`src/rtl/xbs_pkg.sv`:
```
package xbs_pkg;

    localparam int ADDR_W  = 24;
    localparam int GRAN_W  = 16;
    localparam int PAGE_W  = ADDR_W - GRAN_W;
    localparam int NSEL    = 8;
    localparam int SEL_W   = $clog2(NSEL);
    localparam int WAIT_W  = 4;
    localparam int DATA_W  = 16;
    localparam int LANES   = DATA_W / 8;
    localparam int CFG_W   = 32;

    // configuration word layout
    localparam int BASE_LSB = 0;
    localparam int MASK_LSB = 8;
    localparam int WAIT_LSB = 16;
    localparam int WIDE_BIT = 24;
    localparam int EN_BIT   = 31;

    typedef struct packed {
        logic              en;
        logic              wide;
        logic [WAIT_W-1:0] waits;
        logic [PAGE_W-1:0] mask;
        logic [PAGE_W-1:0] base;
    } region_t;

    typedef struct packed {
        logic              write;
        logic              half;
        logic [ADDR_W-1:0] addr;
        logic [DATA_W-1:0] wdata;
    } xfer_t;

    typedef enum logic [1:0] {
        PH_IDLE = 2'd0,
        PH_ADDR = 2'd1,
        PH_DATA = 2'd2
    } phase_t;

    function automatic region_t word_to_region(input logic [CFG_W-1:0] w);
        region_t r;
        r.base  = w[BASE_LSB +: PAGE_W];
        r.mask  = w[MASK_LSB +: PAGE_W];
        r.waits = w[WAIT_LSB +: WAIT_W];
        r.wide  = w[WIDE_BIT];
        r.en    = w[EN_BIT];
        return r;
    endfunction

    function automatic logic [CFG_W-1:0] region_to_word(input region_t r);
        logic [CFG_W-1:0] w;
        w = '0;
        w[BASE_LSB +: PAGE_W] = r.base;
        w[MASK_LSB +: PAGE_W] = r.mask;
        w[WAIT_LSB +: WAIT_W] = r.waits;
        w[WIDE_BIT]           = r.wide;
        w[EN_BIT]             = r.en;
        return w;
    endfunction

    function automatic logic region_hit(input region_t r, input logic [PAGE_W-1:0] page);
        return r.en && (((page ^ r.base) & ~r.mask) == '0);
    endfunction

    // active-high byte-lane enables
    function automatic logic [LANES-1:0] lane_enables(input logic wide, input logic half,
                                                      input logic a0);
        if (!wide)     return 2'b01;
        else if (half) return 2'b11;
        else           return a0 ? 2'b10 : 2'b01;
    endfunction

    function automatic logic [DATA_W-1:0] align_read(input logic wide, input logic half,
                                                     input logic a0,
                                                     input logic [DATA_W-1:0] din);
        if (!wide)     return {8'h00, din[7:0]};
        else if (half) return din;
        else           return {8'h00, (a0 ? din[15:8] : din[7:0])};
    endfunction

    function automatic logic [DATA_W-1:0] align_write(input logic wide, input logic half,
                                                      input logic [DATA_W-1:0] wd);
        return (wide && half) ? wd : {wd[7:0], wd[7:0]};
    endfunction

endpackage

```
`src/rtl/xbs_cfg_regs.sv`:
```
module xbs_cfg_regs
    import xbs_pkg::*;
#(
    parameter int N = NSEL
) (
    input  logic                 clk,
    input  logic                 rst,
    input  logic                 we,
    input  logic [SEL_W-1:0]     idx,
    input  logic [CFG_W-1:0]     wdata,
    output logic [CFG_W-1:0]     rdata,
    output region_t              regions [N]
);

    for (genvar g = 0; g < N; g++) begin : g_region
        always_ff @(posedge clk) begin
            if (rst) begin
                regions[g] <= '0;
            end else if (we && idx == SEL_W'(g)) begin
                regions[g] <= word_to_region(wdata);
            end
        end
    end

    always_comb begin
        rdata = region_to_word(regions[idx]);
    end

endmodule

```
`src/rtl/xbs_decoder.sv`:
```
module xbs_decoder
    import xbs_pkg::*;
#(
    parameter int N = NSEL
) (
    input  region_t              regions [N],
    input  logic [ADDR_W-1:0]    addr,
    output logic [N-1:0]         sel,
    output logic                 hit,
    output logic [WAIT_W-1:0]    waits,
    output logic                 wide
);

    logic [PAGE_W-1:0] page;
    logic [N-1:0]      match;

    assign page = addr[ADDR_W-1 -: PAGE_W];

    for (genvar g = 0; g < N; g++) begin : g_match
        assign match[g] = region_hit(regions[g], page);
    end

    // isolate lowest set bit: lowest index has priority
    assign sel = match & (~match + N'(1));
    assign hit = |match;

    always_comb begin
        waits = '0;
        wide  = 1'b0;
        for (int i = N - 1; i >= 0; i--) begin
            if (match[i]) begin
                waits = regions[i].waits;
                wide  = regions[i].wide;
            end
        end
    end

endmodule

```
`src/rtl/xbs_cycle_fsm.sv`:
```
module xbs_cycle_fsm
    import xbs_pkg::*;
#(
    parameter int N = NSEL
) (
    input  logic                 clk,
    input  logic                 rst,
    input  logic                 start,
    input  xfer_t                xfer_in,
    input  logic [N-1:0]         sel,
    input  logic                 hit,
    input  logic [WAIT_W-1:0]    waits,
    input  logic                 wide,
    input  logic                 ext_rdy,
    input  logic [DATA_W-1:0]    ext_din,
    output logic                 busy,
    output logic                 idle,
    output logic                 done,
    output logic [DATA_W-1:0]    rd_data,
    output logic [ADDR_W-1:0]    ext_addr,
    output logic [N-1:0]         ext_cs_n,
    output logic                 ext_rd_n,
    output logic [LANES-1:0]     ext_wr_n,
    output logic [DATA_W-1:0]    ext_dout
);

    phase_t             phase;
    xfer_t              xq;
    logic [N-1:0]       sel_q;
    logic               hit_q;
    logic               wide_q;
    logic [WAIT_W-1:0]  wcnt;
    logic               strobe;
    logic               finish;

    assign finish = (phase == PH_DATA) && (wcnt == '0) && (ext_rdy || !hit_q);

    always_ff @(posedge clk) begin
        if (rst) begin
            phase   <= PH_IDLE;
            xq      <= '0;
            sel_q   <= '0;
            hit_q   <= 1'b0;
            wide_q  <= 1'b0;
            wcnt    <= '0;
            done    <= 1'b0;
            rd_data <= '0;
        end else begin
            done <= 1'b0;
            unique case (phase)
                PH_IDLE: begin
                    if (start) begin
                        xq     <= xfer_in;
                        sel_q  <= sel;
                        hit_q  <= hit;
                        wide_q <= wide;
                        wcnt   <= hit ? waits : '0;
                        phase  <= PH_ADDR;
                    end
                end
                PH_ADDR: begin
                    phase <= PH_DATA;
                end
                PH_DATA: begin
                    if (wcnt != '0) begin
                        wcnt <= wcnt - 1'b1;
                    end else if (finish) begin
                        phase <= PH_IDLE;
                        done  <= 1'b1;
                        if (!xq.write) begin
                            rd_data <= hit_q ? align_read(wide_q, xq.half, xq.addr[0], ext_din)
                                             : '0;
                        end
                    end
                end
                default: phase <= PH_IDLE;
            endcase
        end
    end

    assign idle     = (phase == PH_IDLE);
    assign busy     = !idle;
    assign strobe   = (phase == PH_DATA) && hit_q;
    assign ext_addr = xq.addr;
    assign ext_cs_n = idle ? '1 : ~sel_q;
    assign ext_rd_n = !(strobe && !xq.write);
    assign ext_wr_n = ~(lane_enables(wide_q, xq.half, xq.addr[0]) & {LANES{strobe && xq.write}});
    assign ext_dout = align_write(wide_q, xq.half, xq.wdata);

endmodule

```
`src/rtl/xbus_select_ctrl.sv`:
```
module xbus_select_ctrl
    import xbs_pkg::*;
(
    input  logic                 clk,
    input  logic                 rst,
    input  logic                 cfg_we,
    input  logic [2:0]           cfg_idx,
    input  logic [31:0]          cfg_wdata,
    output logic [31:0]          cfg_rdata,
    input  logic                 req_valid,
    input  logic [23:0]          req_addr,
    input  logic                 req_write,
    input  logic                 req_half,
    input  logic [15:0]          req_wdata,
    output logic                 busy,
    output logic                 done,
    output logic [15:0]          rd_data,
    output logic [23:0]          ext_addr,
    output logic [7:0]           ext_cs_n,
    output logic                 ext_rd_n,
    output logic [1:0]           ext_wr_n,
    output logic [15:0]          ext_dout,
    input  logic [15:0]          ext_din,
    input  logic                 ext_rdy
);

    region_t            regions [NSEL];
    logic [NSEL-1:0]    dec_sel;
    logic               dec_hit;
    logic [WAIT_W-1:0]  dec_waits;
    logic               dec_wide;
    logic               fsm_idle;
    xfer_t              xfer_in;

    assign xfer_in = '{write: req_write, half: req_half, addr: req_addr, wdata: req_wdata};

    xbs_cfg_regs #(.N(NSEL)) i_cfg (
        .clk     (clk),
        .rst     (rst),
        .we      (cfg_we),
        .idx     (cfg_idx),
        .wdata   (cfg_wdata),
        .rdata   (cfg_rdata),
        .regions (regions)
    );

    xbs_decoder #(.N(NSEL)) i_dec (
        .regions (regions),
        .addr    (req_addr),
        .sel     (dec_sel),
        .hit     (dec_hit),
        .waits   (dec_waits),
        .wide    (dec_wide)
    );

    xbs_cycle_fsm #(.N(NSEL)) i_fsm (
        .clk      (clk),
        .rst      (rst),
        .start    (req_valid && fsm_idle),
        .xfer_in  (xfer_in),
        .sel      (dec_sel),
        .hit      (dec_hit),
        .waits    (dec_waits),
        .wide     (dec_wide),
        .ext_rdy  (ext_rdy),
        .ext_din  (ext_din),
        .busy     (busy),
        .idle     (fsm_idle),
        .done     (done),
        .rd_data  (rd_data),
        .ext_addr (ext_addr),
        .ext_cs_n (ext_cs_n),
        .ext_rd_n (ext_rd_n),
        .ext_wr_n (ext_wr_n),
        .ext_dout (ext_dout)
    );

endmodule

```
`config.mk`:
```
export PLATFORM = sky130hd
export DESIGN_NAME = xbus_select_ctrl
export DESIGN_NICKNAME = d
export VERILOG_FILES = /design/src/rtl/xbs_pkg.sv /design/src/rtl/xbs_cfg_regs.sv /design/src/rtl/xbs_decoder.sv /design/src/rtl/xbs_cycle_fsm.sv /design/src/rtl/xbus_select_ctrl.sv
export SDC_FILE = /design/constraint.sdc
export NUM_CORES = 1
export LEC_CHECK = 0
export CAP_MARGIN = 30
export CELL_PAD_IN_SITES_DETAIL_PLACEMENT = 2
export CELL_PAD_IN_SITES_GLOBAL_PLACEMENT = 2
export CORE_ASPECT_RATIO = 1.5
export CORE_MARGIN = 3
export CORE_UTILIZATION = 40
export DETAILED_ROUTE_END_ITERATION = 12
export DONT_BUFFER_PORTS = 1
export PLACE_DENSITY = 0.94
export SLEW_MARGIN = 10
export SYNTH_ARGS = -nofsm -noshare
export SYNTH_HDL_FRONTEND = slang
export SYNTH_SLANG_ARGS = --single-unit
```
`constraint.sdc`:
```
create_clock -name clk -period 5.4 [get_ports clk]
set_input_delay 1.08 -clock clk [delete_from_list [all_inputs] [get_ports clk]]
set_output_delay 1.08 -clock clk [all_outputs]
set_load 0.1 [all_outputs]
```
# --- After elaboration in Yosys (flattened, before gate mapping) ---
# Cells that the tools add are included.
op_classes:
  reduce_logical: 47
  order_cmp: 1
  bitwise_logic: 33
  add_sub_neg: 2
  eq_ne: 13
  mux: 37
op_table:
  columns: ["op", "n"]
  rows:
  - ["$not A8 Y8", 10]
  - ["$and A8 B8 Y8", 9]
  - ["$bmux W22 S3", 1]
  - ["$logic_not A8 Y1", 8]
  - ["$mux W16", 4]
  - ["$xor A8 B8 Y8", 8]
  - ["$mux W22", 2]
  - ["$mux W4", 11]
  - ["$logic_and A1 B1 Y1", 23]
  - ["$mux W8", 2]
  - ["$eq A3 B3 Y1 const B", 4]
  - ["$mux W2", 6]
  - ["$mux W1", 9]
  - ["$add A8 B1 Y8 const B", 1]
  - ["$pmux W4 S2", 1]
  - ["$reduce_or A8 Y1", 1]
  - ["$eq A3 B2 Y1 const B", 2]
  - ["$pmux W2 S3", 1]
  - ["$reduce_and A3 Y1", 2]
  - ["$ge A4 B4 Y1 const B", 1]
  - ["$logic_not A1 Y1", 4]
  - ["$logic_not A4 Y1", 1]
  - ["$ne A2 B1 Y1 const B", 2]
  - ["$ne A2 B2 Y1 const B", 2]
  - ["other kinds (16)", 18]
totals:
  output_inout_bits: 101
  in_bits: 98
  word_cells: 184
  reg_bits: 251

# --- Longest topological paths before layout ---
# Gate-level depths: netlist of run 1.
logic_depth:
  depth_word: 15
  depth_mapped: 10
  ltp_nobuf: 10

# --- Hierarchy ---
# Synthesis of run 1 repeated with hierarchy kept, for this count alone.
hier_totals:
  hier_cells: 1411
  area_unflattened_um2: 12463.2
modules_own_cells:
  columns: ["module", "instances", "area_each_um2", "seq_area_each_um2", "cells_per_inst"]
  rows:
  - ["xbs_cfg_regs", 1, 7707.4, 3523.4, 889]
  - ["xbs_cycle_fsm", 1, 3291.9, 1501.4, 321]
  - ["xbs_decoder", 1, 1457.6, 0.0, 200]
  - ["xbus_select_ctrl", 1, 6.3, 0.0, 1]

# --- Worst setup path before layout of run 1 ---
# Ideal clock, no wire load.
synth_timing:
  path_type: "input to output"
  start: "input cfg_idx[0]"
  end: "output cfg_rdata[0]"
  path_stages: 4
  t_required_ns: 4.320
  n_path_buf: 2
  t_arrival_ns: 2.890
  slack_ns: 1.430
  path_cell_list: "clkbuf_1 -> buf_1 -> mux4_2 -> mux2_2"
synth_between:
  elab_chain_cells: 4
synth_rtl:
  columns: ["element", "line_no", "source"]
  rows:
  - ["start, declared", "xbus_select_ctrl.sv:7", "input logic [2:0] cfg_idx,"]
  - ["$not A3 Y4 (not written as such)", "xbs_cfg_regs.sv:26", "rdata = region_to_word(regions[idx]);"]
  - ["$bmux W22 S3", "xbs_cfg_regs.sv:26", null]
  - ["$mux W22 (not written as such) (2 in a row)", "xbs_cfg_regs.sv:26", null]
  - ["end, declared", "xbus_select_ctrl.sv:9", "output logic [31:0] cfg_rdata,"]
# Every way passes these cells. The select of a mux whose other input is x is not followed.

# --- Final worst setup path of run 1 ---
layout_timing:
  start: "register i_fsm.phase[1]"
  end: "output ext_cs_n[0]"
layout_between:
  elab_chain_cells: 2
layout_rtl:
  columns: ["element", "line_no", "source"]
  rows:
  - ["start, declared", "xbs_cycle_fsm.sv:27", "phase_t phase;"]
  - ["start signal, assigned", "xbs_cycle_fsm.sv:40", "phase <= PH_IDLE;"]
  - ["start signal, assigned", "xbs_cycle_fsm.sv:58", "phase <= PH_ADDR;"]
  - ["start signal, assigned", "xbs_cycle_fsm.sv:62", "phase <= PH_DATA;"]
  - ["$logic_not A2 Y1", "xbs_cycle_fsm.sv:81", "assign idle = (phase == PH_IDLE);"]
  - ["$mux W8", "xbs_cycle_fsm.sv:85", "assign ext_cs_n = idle ? '1 : ~sel_q;"]
  - ["end, declared", "xbus_select_ctrl.sv:19", "output logic [7:0] ext_cs_n,"]
# Every way passes these cells.

==> results of run 1 <==
==> final cells by class <==
type / count / area, um^2 / share of cell area
clock buffer: 40 / 785 / 0.0604
clock inverter: 6 / 61.3 / 0.00472
inverter: 19 / 71.3 / 0.00549
multi-input combinational: 1075 / 6270 / 0.483
sequential: 251 / 5020 / 0.387
tap: 395 / 494 / 0.0380
timing repair buffer: 26 / 288 / 0.0221
==> flip-flops by register name, summed over array words and instances, names as in the netlist <==
| name | cells |
|---|---|
| i_cfg.regions | 176 |
| i_fsm.ext_addr | 24 |
| i_fsm.xq | 18 |
| i_fsm.rd_data | 16 |
| i_fsm.sel_q | 8 |
| i_fsm.wcnt | 4 |
| i_fsm.phase | 2 |
| i_fsm.done | 1 |
| i_fsm.hit_q | 1 |
| i_fsm.wide_q | 1 |
==> worst min-delay path: stages, from the launching register on <==
cell	delay, ns
dfxtp_1	0.31
nand2_1	0.05
a21oi_1	0.05
==> metrics by stage <==
stage / cells / setup slack (ns) / hold WS, ns
6_report: 1812 / 1.86 / 0.462
2_1_floorplan: 1511 / 1.43 / 0.434
4_1_cts: 1807 / 1.09 / 0.462
5_1_grt: 1812 / 1.80 / 0.484
3_3_place_gp: 1758 / 1.87 / 0.436
3_5_place_dp: 1761 / 1.71 / 0.454
==> per-layer routing <==
| layer | part of all wire | GRT usage | wire length, um |
|---|---|---|---|
| met5 | 0.00025 | 0 | 13 |
| met4 | 0.084 | 0.234 | 4410 |
| met3 | 0.064 | 0.0566 | 3370 |
| met2 | 0.51 | 0.563 | 26700 |
| met1 | 0.34 | 0.311 | 17800 |
==> worst paths after layout <==
path	startpoint	to	slack [ns]	depth (start not counted)
min reg2reg	i_fsm.xq[12]$_SDFFE_PP0P_	i_fsm.xq[12]$_SDFFE_PP0P_	0.46	2
min	i_fsm.xq[12]$_SDFFE_PP0P_	i_fsm.xq[12]$_SDFFE_PP0P_	0.46	2
max	i_fsm.phase[1]$_SDFFE_PP0P_	ext_cs_n[0]	1.86	4
max reg2reg	i_cfg.regions[5]$_SDFFE_PP0P_	i_fsm.wcnt[2]$_SDFFE_PP0P_	2.39	8
==> logic make-up (layout without fill, tap and decap cells) <==
| kind of cell | after synthesis | after routing | synth area share |
|---|---|---|---|
| XOR/XNOR | 65 | 65 | 0.0480 |
| other | 1 | 10 | 0.000308 |
| buffers and inverters | 185 | 91 | 0.0775 |
| AND/OR/NAND/NOR | 600 | 600 | 0.200 |
| flip-flops | 251 | 251 | 0.413 |
| AO/OA/AOI/OAI | 314 | 314 | 0.142 |
| multiplexers | 84 | 84 | 0.118 |
| adder cells (fa/ha/maj) | 2 | 2 | 0.00205 |
==> power breakdown <==
group	total, mW	internal, mW	switching (mW)	leakage [nW]
Combinational	0.419	0.129	0.291	1.85
Sequential	2.06	1.90	0.156	2.04
Clock	1.85	1.04	0.801	0.415
Total	4.32	3.08	1.25	4.30
==> cells in the mapped netlist, drive strengths merged, types with 3 or more instances <==
cell type | count | area (um^2)
a21oi | 245 | 1230
a222oi | 4 | 40.0
a22oi | 4 | 30.0
buf | 64 | 462
clkbuf | 102 | 410
dfxtp | 251 | 5020
inv | 18 | 67.6
mux2 | 38 | 428
mux4 | 44 | 991
nand2 | 483 | 1810
nand2b | 7 | 43.8
nand3 | 22 | 110
nand4 | 3 | 18.8
nor2 | 48 | 180
nor2b | 7 | 43.8
nor3 | 12 | 65.1
o211ai | 3 | 22.5
o21ai | 12 | 60.1
o22a | 3 | 27.5
o22ai | 21 | 131
or3 | 6 | 42.5
xnor2 | 52 | 470
xor2 | 13 | 114
==> cell usage in the layout, fill, tap and decap left out, drive strengths merged, types with 13 or more instances in the layout <==
master  synthesis  final
mux4           44     44
nand2         483    483
mux2           38     38
xnor2          52     52
nand3          22     22
buf            64     24
a21oi         245    245
xor2           13     13
clkbuf        102     42
inv            18     19
nor2           48     48
dfxtp         251    251
o22ai          21     21
==> impl_metrics.py, run 1 <==
metrics = {
    "status": {
        "status": "complete, no violations",
    },
    "sta": {
        "slew_headroom": 0.323,
        "drv_slew": 0,
        "hold_viol": 0,
        "clock_skew_ns": 0.0244,
        "fin_setup_tns_ns": 0,
        "fmax_ghz": 0.282,
        "finalCritPeriodShare": 0.656,
        "fin_crit_ns": 3.54,
        "worst_pin_slew_ns": 1.01,
        "rsz0062_at_grt": "no",
        "setup_viol": 0,
    },
    "logic_synthesis": {
        "synth_top_flop_cell": "dfxtp_1",
        "async_reset_ff_frac": 0,
        "yosysWarnings": 0,
        "synth_area_per_cell_um2": 8.11,
        "syn_inst": 1502,
        "synth_cell_types": 60,
        "synth_area_mm2": 0.0122,
        "synth-edff-count": 0,
        "ys_seq_area_frac": 0.413,
        "ys_ff_latch": 251,
    },
    "power": {
        "peakVddDrop_mv": 0.221,
        "power.density_mw_per_mm2": 333,
        "leakage_nw": 4.30,
        "power_mw": 4.32,
    },
    "job": {
        "cap_viol_max_count": 0,
    },
    "cts": {
        "cts_sinks": 251,
        "htreeDepth": 1,
        "root_buffer": "clkbuf_16",
        "cts_max_path_buffers": 3,
        "clkTransAtPathRegs_ns": 0.06,
        "cts_buffers": 27,
        "cts_resized": 0,
        "post_cts_buffers": 0,
        "postCtsHoldBufs": 0,
        "clk_latency_ns": 0.57,
        "cts_tree": "done",
    },
    "floorplan": {
        "die_h_um": 220,
        "fp-row-count": 77,
        "fp.coreArea_mm2": 0.0298,
        "die_area_mm2": 0.0326,
        "io_pins": 199,
        "floorplan.initialDensity": 0.409,
        "die_w_um": 148,
    },
    "place": {
        "dp_hpwl_mm": 35.4,
        "portBuffers": 0,
        "postPlaceCellArea_mm2": 0.0121,
        "globalplace.congestion": 0.863,
    },
    "detailed_routing": {
        "avgViaCountPerCell": 6.14,
        "antenna_left": 0,
        "routed_wl_mm": 52.3,
        "first_pass_iters": 5,
        "drt_iter0_markers": 784,
        "vias": 11100,
        "drc_errors": 0,
        "post_drt_wl_per_cell_um": 28.8,
    },
    "worst_setup_path": {
        "cp_data_arrival_time_ns": 2.46,
        "critPathKind": "flip-flop to output pin",
        "cp_cell_sequence": "nor2_1 -> clkinv_1 -> buf_16 -> nand2_1",
        "start_kind": "flip-flop",
        "critPathCaptureType": "output pin",
        "path_buf_inv": 2,
        "critPathSlowestCell": "nand2_1",
        "max_stage_delay_ns": 0.69,
        "crit_required_ns": 4.32,
        "crit_fanout": 6,
        "critPathTopFamily": "simple AND/OR/NAND/NOR gates",
    },
    "min_path": {
        "worstHoldPathType": "flip-flop to flip-flop",
    },
    "global_route": {
        "track_usage": 0.310,
        "antenna_found_initial": 1,
        "grt.overflow.total": 0,
        "grt_max_degree": 254,
        "grt_pass1_wl_mm": 76.9,
        "grt_pass1_vias": 12300,
    },
    "final_layout": {
        "n_fill_cell": 3275,
        "insertedDiodeCount": 0,
        "fin_util": 0.437,
        "design_area_mm2": 0.0130,
        "syn2layout_area_growth_pct": 6.76,
        "drive_above_1_share": 0.116,
        "fin_nets": 1500,
    },
}
Note: power is estimated with default switching activity, not from simulation.
==> inputs of run 2 (changes only) <==
--- a/config.mk
+++ b/config.mk
@@ -10,10 +10,10 @@
 export CELL_PAD_IN_SITES_GLOBAL_PLACEMENT = 2
 export CORE_ASPECT_RATIO = 1.5
 export CORE_MARGIN = 3
-export CORE_UTILIZATION = 40
+export CORE_UTILIZATION = 34
 export DETAILED_ROUTE_END_ITERATION = 12
 export DONT_BUFFER_PORTS = 1
-export PLACE_DENSITY = 0.94
+export PLACE_DENSITY = 0.86
 export SLEW_MARGIN = 10
 export SYNTH_ARGS = -nofsm -noshare
 export SYNTH_HDL_FRONTEND = slang
==> constraint.sdc (replaced) <==
create_clock -name clk -period 3.1 [get_ports clk]
set_input_delay 0.62 -clock clk [delete_from_list [all_inputs] [get_ports clk]]
set_output_delay 0.62 -clock clk [all_outputs]
set_load 0.1 [all_outputs]
==> run 2 against run 1 <==
Net effect:
- final area is 3.0% higher
- worst setup slack worse by 1.6 ns
- wire length decreased by 2.5%
- first-iteration DRC count fell by 7.5%
- combinational power up 84%
- count of clock-buffer cells in the layout did not move
- critical path depth up 4
- final cell count grew 6.1%
- die area rose by 17%
- sequential power increased by 72%
- non-clock buffer count rose by 29
==> impl_metrics.py, run 2 (synthesis gave the netlist of run 1 again) <==
metrics = {
    "min_path": {
        "worstHoldPathType": "input pin to flip-flop",
    },
    "detailed_routing": {
        "routed_wl_mm": 51.0,
        "post_drt_wl_per_cell_um": 26.5,
        "drt_iter0_markers": 725,
        "drc_errors": 0,
        "avgViaCountPerCell": 5.71,
        "antenna_left": 0,
        "first_pass_iters": 5,
        "vias": 11000,
    },
    "final_layout": {
        "final_cell_mix": "nand2_1, dfxtp_1, a21oi_1",
        "largest_register_ffs": 176,
        "syn2layout_area_growth_pct": 9.95,
        "final_cells": 1923,
        "mostFrequentLayoutCell": "nand2_1",
        "drive_above_1_share": 0.137,
        "top_register": "i_cfg.regions",
        "insertedDiodeCount": 0,
        "fin_nets": 1529,
    },
    "floorplan": {
        "die_w_um": 161,
        "fp-row-count": 84,
        "die_h_um": 238,
        "fp.coreArea_mm2": 0.0352,
        "die_area_mm2": 0.0382,
        "io_pins": 199,
        "floorplan.initialDensity": 0.346,
    },
    "cts": {
        "clkTransAtPathRegs_ns": 0.06,
        "cts_buffers": 27,
        "cts_max_path_buffers": 3,
        "htreeDepth": 1,
        "post_cts_buffers": 0,
        "cts_sinks": 251,
        "cts_tree": "done",
        "clk_latency_ns": 0.57,
        "root_buffer": "clkbuf_16",
        "cts_resized": 0,
        "postCtsHoldBufs": 0,
    },
    "worst_setup_path": {
        "critPathSlowestCell": "or4b_1",
        "crit_required_ns": 3.53,
        "max_stage_delay_ns": 0.73,
        "critPathKind": "flip-flop to flip-flop",
        "cp_cell_sequence": "xor2_1 -> a222oi_1 -> or4b_1 -> or2_2 -> mux2i_1 -> nor3_1 -> o21ai_0 -> o31ai_1",
        "path_buf_inv": 0,
        "critPathCapture": "i_fsm.wcnt[1]$_SDFFE_PP0P_",
        "crit_cells": 8,
        "cp_data_arrival_time_ns": 3.24,
        "reg2regPathDepth": 8,
        "cp-startpoint": "i_cfg.regions[134]$_SDFFE_PP0P_",
        "critPathCaptureType": "flip-flop",
        "crit_fanout": 8,
        "r2r_end": "i_fsm.wcnt[1]$_SDFFE_PP0P_",
        "critPathTopFamily": "simple AND/OR/NAND/NOR gates",
        "r2r-start": "i_cfg.regions[134]$_SDFFE_PP0P_",
        "start_kind": "flip-flop",
        "rrSetupSlack_ns": 0.29,
    },
    "place": {
        "dp_hpwl_mm": 35.6,
        "dpl.cell_count": 1873,
        "globalplace.congestion": 0.907,
        "portBuffers": 0,
    },
    "sta": {
        "setup_viol": 0,
        "slew_headroom": 0.328,
        "finalCritPeriodShare": 0.906,
        "hold_viol": 0,
        "fin_crit_ns": 2.81,
        "drv_slew": 0,
        "rsz0062_at_grt": "no",
        "worst_pin_slew_ns": 1.01,
        "fin_setup_tns_ns": 0,
        "clock_skew_ns": 0.0252,
        "fmax_ghz": 0.356,
    },
    "status": {
        "status": "complete, no violations",
    },
    "job": {
        "cap_viol_max_count": 0,
    },
    "global_route": {
        "track_usage": 0.259,
        "antenna_found_initial": 1,
        "grt_pass1_wl_mm": 76.0,
        "grt.overflow.total": 0,
        "grt_pass1_vias": 12100,
        "grt_max_degree": 254,
    },
    "power": {
        "power.density_mw_per_mm2": 584,
        "peakVddDrop_mv": 0.379,
        "leakage_nw": 4.49,
    },
}
-- run 2: area by class of cell --
cell class                 instances  area, um^2
clock buffer                      40         785
inverter                          19        71.3
timing repair buffer              55         485
clock inverter                    10         154
multi-input combinational       1075        6270
fill                            3983       21800
tap                              473         592
sequential                       251        5020
-- run 2: metrics by stage --
stage	utilization	cell area, um^2	power (mW)	hold WS, ns	worst slack, ns
after global routing	0.380	13400	8.06	0.114	0.242
after detailed placement	0.354	12400	4.37	0.445	0.172
after CTS	0.380	13400	7.88	0.117	0.342
final	0.380	13400	7.82	0.131	0.293
after floorplan	-	12200	4.34	0.434	0.0503
after global placement	0.352	12400	4.32	0.436	0.239
-- run 2: power by group --
group          switching (mW)  total (mW)  internal, mW
sequential              0.225        3.54          3.32
clock                    1.43        3.51          2.08
combinational           0.542       0.770         0.228
-- run 2: worst min-delay path by stage --
stage	start	to	slack [ns]	depth (start not counted)
global placement	i_fsm.xq[12]$_SDFFE_PP0P_	i_fsm.xq[12]$_SDFFE_PP0P_	0.44	2
global route	rst	i_fsm.ext_addr[8]$_SDFFE_PP0P_	0.11	1
detailed placement	i_fsm.xq[12]$_SDFFE_PP0P_	i_fsm.xq[12]$_SDFFE_PP0P_	0.45	2
floorplan	i_fsm.xq[10]$_SDFFE_PP0P_	i_fsm.xq[10]$_SDFFE_PP0P_	0.43	2
CTS	rst	i_fsm.ext_addr[13]$_SDFFE_PP0P_	0.12	1
finish	rst	i_fsm.ext_addr[10]$_SDFFE_PP0P_	0.13	1
-- run 2: layer usage --
metal	track usage	wire, um	up-vias
met3	0.0467	3040	161
met1	0.269	18000	5528
met5	0	24	-
met4	0.161	3370	2
li1	-	-	4846
met2	0.477	26500	451
==> inputs of run 3 (changes only) <==
--- a/config.mk
+++ b/config.mk
@@ -6,11 +6,9 @@
 export NUM_CORES = 1
 export LEC_CHECK = 0
 export CAP_MARGIN = 30
-export CELL_PAD_IN_SITES_DETAIL_PLACEMENT = 2
-export CELL_PAD_IN_SITES_GLOBAL_PLACEMENT = 2
 export CORE_ASPECT_RATIO = 1.5
 export CORE_MARGIN = 3
-export CORE_UTILIZATION = 34
+export CORE_UTILIZATION = 58
 export DETAILED_ROUTE_END_ITERATION = 12
 export DONT_BUFFER_PORTS = 1
 export PLACE_DENSITY = 0.86
==> run 3 against run 2 <==
Net effect:
- clock skew is 0.0016 ns lower
- final area is 4.5% lower
- largest power group unchanged
- highest routed layer is now met4
- critical path depth stayed put
- critical endpoint is now i_fsm.wcnt[0]$_SDFFE_PP0P_
- via count is 3.9% lower
- clock power is 17% lower
==> impl_metrics.py, run 3 (synthesis gave the netlist of run 1 again) <==
metrics = {
    "global_route": {
        "met2_usage": 0.506,
        "grt-busiest-layer": "met2",
        "use_met1": 0.337,
        "grt.overflow.total": 0,
        "grt_pass1_vias": 9979,
        "grt_pass1_wl_mm": 54.4,
        "grt_max_degree": 254,
        "use_met3": 0.0698,
        "track_usage": 0.296,
        "antenna_found_initial": 0,
    },
    "final_layout": {
        "top_register": "i_cfg.regions",
        "final_cell_mix": "nand2_1, dfxtp_1, a21oi_1",
        "regArea_mm2": 0.00502,
        "multi_input_area_mm2": 0.00627,
        "n_fill_cell": 1694,
        "syn2layout_area_growth_pct": 5.04,
        "fin_nets": 1512,
        "final_cells": 1692,
        "drive_above_1_share": 0.123,
        "mostFrequentLayoutCell": "nand2_1",
        "largest_register_ffs": 176,
        "insertedDiodeCount": 0,
    },
    "sta": {
        "hold_viol": 0,
        "fin_crit_ns": 2.70,
        "fin_setup_tns_ns": 0,
        "fmax_ghz": 0.370,
        "rsz0062_at_grt": "no",
        "setup_viol": 0,
        "clock_skew_ns": 0.0235,
        "worst_pin_slew_ns": 1.00,
        "slew_headroom": 0.330,
        "drv_slew": 0,
        "finalCritPeriodShare": 0.872,
    },
    "floorplan": {
        "die_h_um": 183,
        "fp-row-count": 64,
        "die_w_um": 124,
        "fp.coreArea_mm2": 0.0205,
        "io_pins": 199,
        "floorplan.initialDensity": 0.594,
        "die_area_mm2": 0.0228,
    },
    "detailed_routing": {
        "drc_errors": 0,
        "avgViaCountPerCell": 6.24,
        "antenna_left": 0,
        "first_pass_iters": 7,
        "post_drt_wl_per_cell_um": 21.0,
        "drt_iter0_markers": 1162,
        "vias": 10600,
        "routed_wl_mm": 35.5,
    },
    "worst_setup_path": {
        "crit_path_frequent_cell": "nor2_1",
        "critPathKind": "flip-flop to flip-flop",
        "start_kind": "flip-flop",
        "critPathSlowestCell": "or4b_1",
        "crit_required_ns": 3.50,
        "max_stage_delay_ns": 0.61,
        "critPathCaptureType": "flip-flop",
        "crit_fanout": 7,
        "path_buf_inv": 1,
        "rrSetupSlack_ns": 0.40,
        "cp_data_arrival_time_ns": 3.10,
        "critPathTopFamily": "compound AO/OA/AOI/OAI gates",
        "cp_cell_sequence": "xor2_1 -> a222oi_1 -> or4b_1 -> buf_4 -> nor2_1 -> nor2_1 -> a221oi_1 -> o32ai_1",
    },
    "cts": {
        "root_buffer": "clkbuf_16",
        "postCtsHoldBufs": 0,
        "clkTransAtPathRegs_ns": 0.07,
        "cts_buffers": 24,
        "cts_tree": "done",
        "clk_latency_ns": 0.53,
        "htreeDepth": 1,
        "post_cts_buffers": 0,
        "cts_resized": 0,
        "cts_max_path_buffers": 3,
        "cts_sinks": 251,
    },
    "power": {
        "pwr-share-clk": 0.408,
        "power.density_mw_per_mm2": 559,
        "leakage_nw": 4.31,
        "sw_frac_of_total": 0.273,
        "peakVddDrop_mv": 0.511,
        "power_mw": 7.15,
        "p_int_mw": 5.19,
        "power_switching_mw": 1.95,
        "combPwrFrac": 0.098,
        "seq_power_share": 0.494,
    },
    "place": {
        "globalplace.congestion": 0.914,
        "dpl.cell_count": 1650,
        "dp_hpwl_mm": 24.0,
        "portBuffers": 0,
    },
    "job": {
        "cap_viol_max_count": 0,
    },
    "status": {
        "status": "complete, no violations",
    },
    "min_path": {
        "worstHoldPathType": "input pin to flip-flop",
    },
}
run 3: cell type report:
cell class | count | area share
clock inverter | 6 | 0.00509
timing repair buffer | 41 | 0.0250
clock buffer | 36 | 0.0553
tap | 264 | 0.0258
sequential | 251 | 0.393
inverter | 19 | 0.00558
multi-input combinational | 1075 | 0.490
run 3: power groups by stage:
stage,clock [mW],sequential [mW],combinational (mW)
3_3_place_gp,0,3.60,0.674
3_5_place_dp,0,3.60,0.688
2_1_floorplan,0,3.44,0.895
5_1_grt,3.07,3.54,0.740
4_1_cts,2.94,3.53,0.693
6_report,2.91,3.53,0.699
run 3: routing by layer:
| metal | wire (um) | share of wire |
|---|---|---|
| met2 | 17000 | 0.48 |
| met3 | 3870 | 0.11 |
| met5 | 0 | 0 |
| met1 | 12000 | 0.34 |
| met4 | 2600 | 0.073 |
run 3: path summary, 6_finish.rpt:
check	from	depth (start not counted)	endpoint
max	i_cfg.regions[45]$_SDFFE_PP0P_	8	i_fsm.wcnt[0]$_SDFFE_PP0P_
min	rst	1	i_fsm.sel_q[2]$_SDFFE_PP0P_
max reg2reg	i_cfg.regions[45]$_SDFFE_PP0P_	8	i_fsm.wcnt[0]$_SDFFE_PP0P_
min reg2reg	i_fsm.xq[14]$_SDFFE_PP0P_	2	i_fsm.xq[14]$_SDFFE_PP0P_
run 3: through the flow:
| stage | hold WS (ns) | worst slack, ns | utilization | instance area (um^2) |
|---|---|---|---|---|
| after floorplan | 0.434 | 0.0503 | - | 12200 |
| after global placement | 0.434 | 0.247 | 0.586 | 12000 |
| after detailed placement | 0.440 | 0.241 | 0.586 | 12000 |
| after CTS | 0.160 | 0.379 | 0.624 | 12800 |
| after global routing | 0.162 | 0.315 | 0.624 | 12800 |
| final | 0.166 | 0.398 | 0.624 | 12800 |
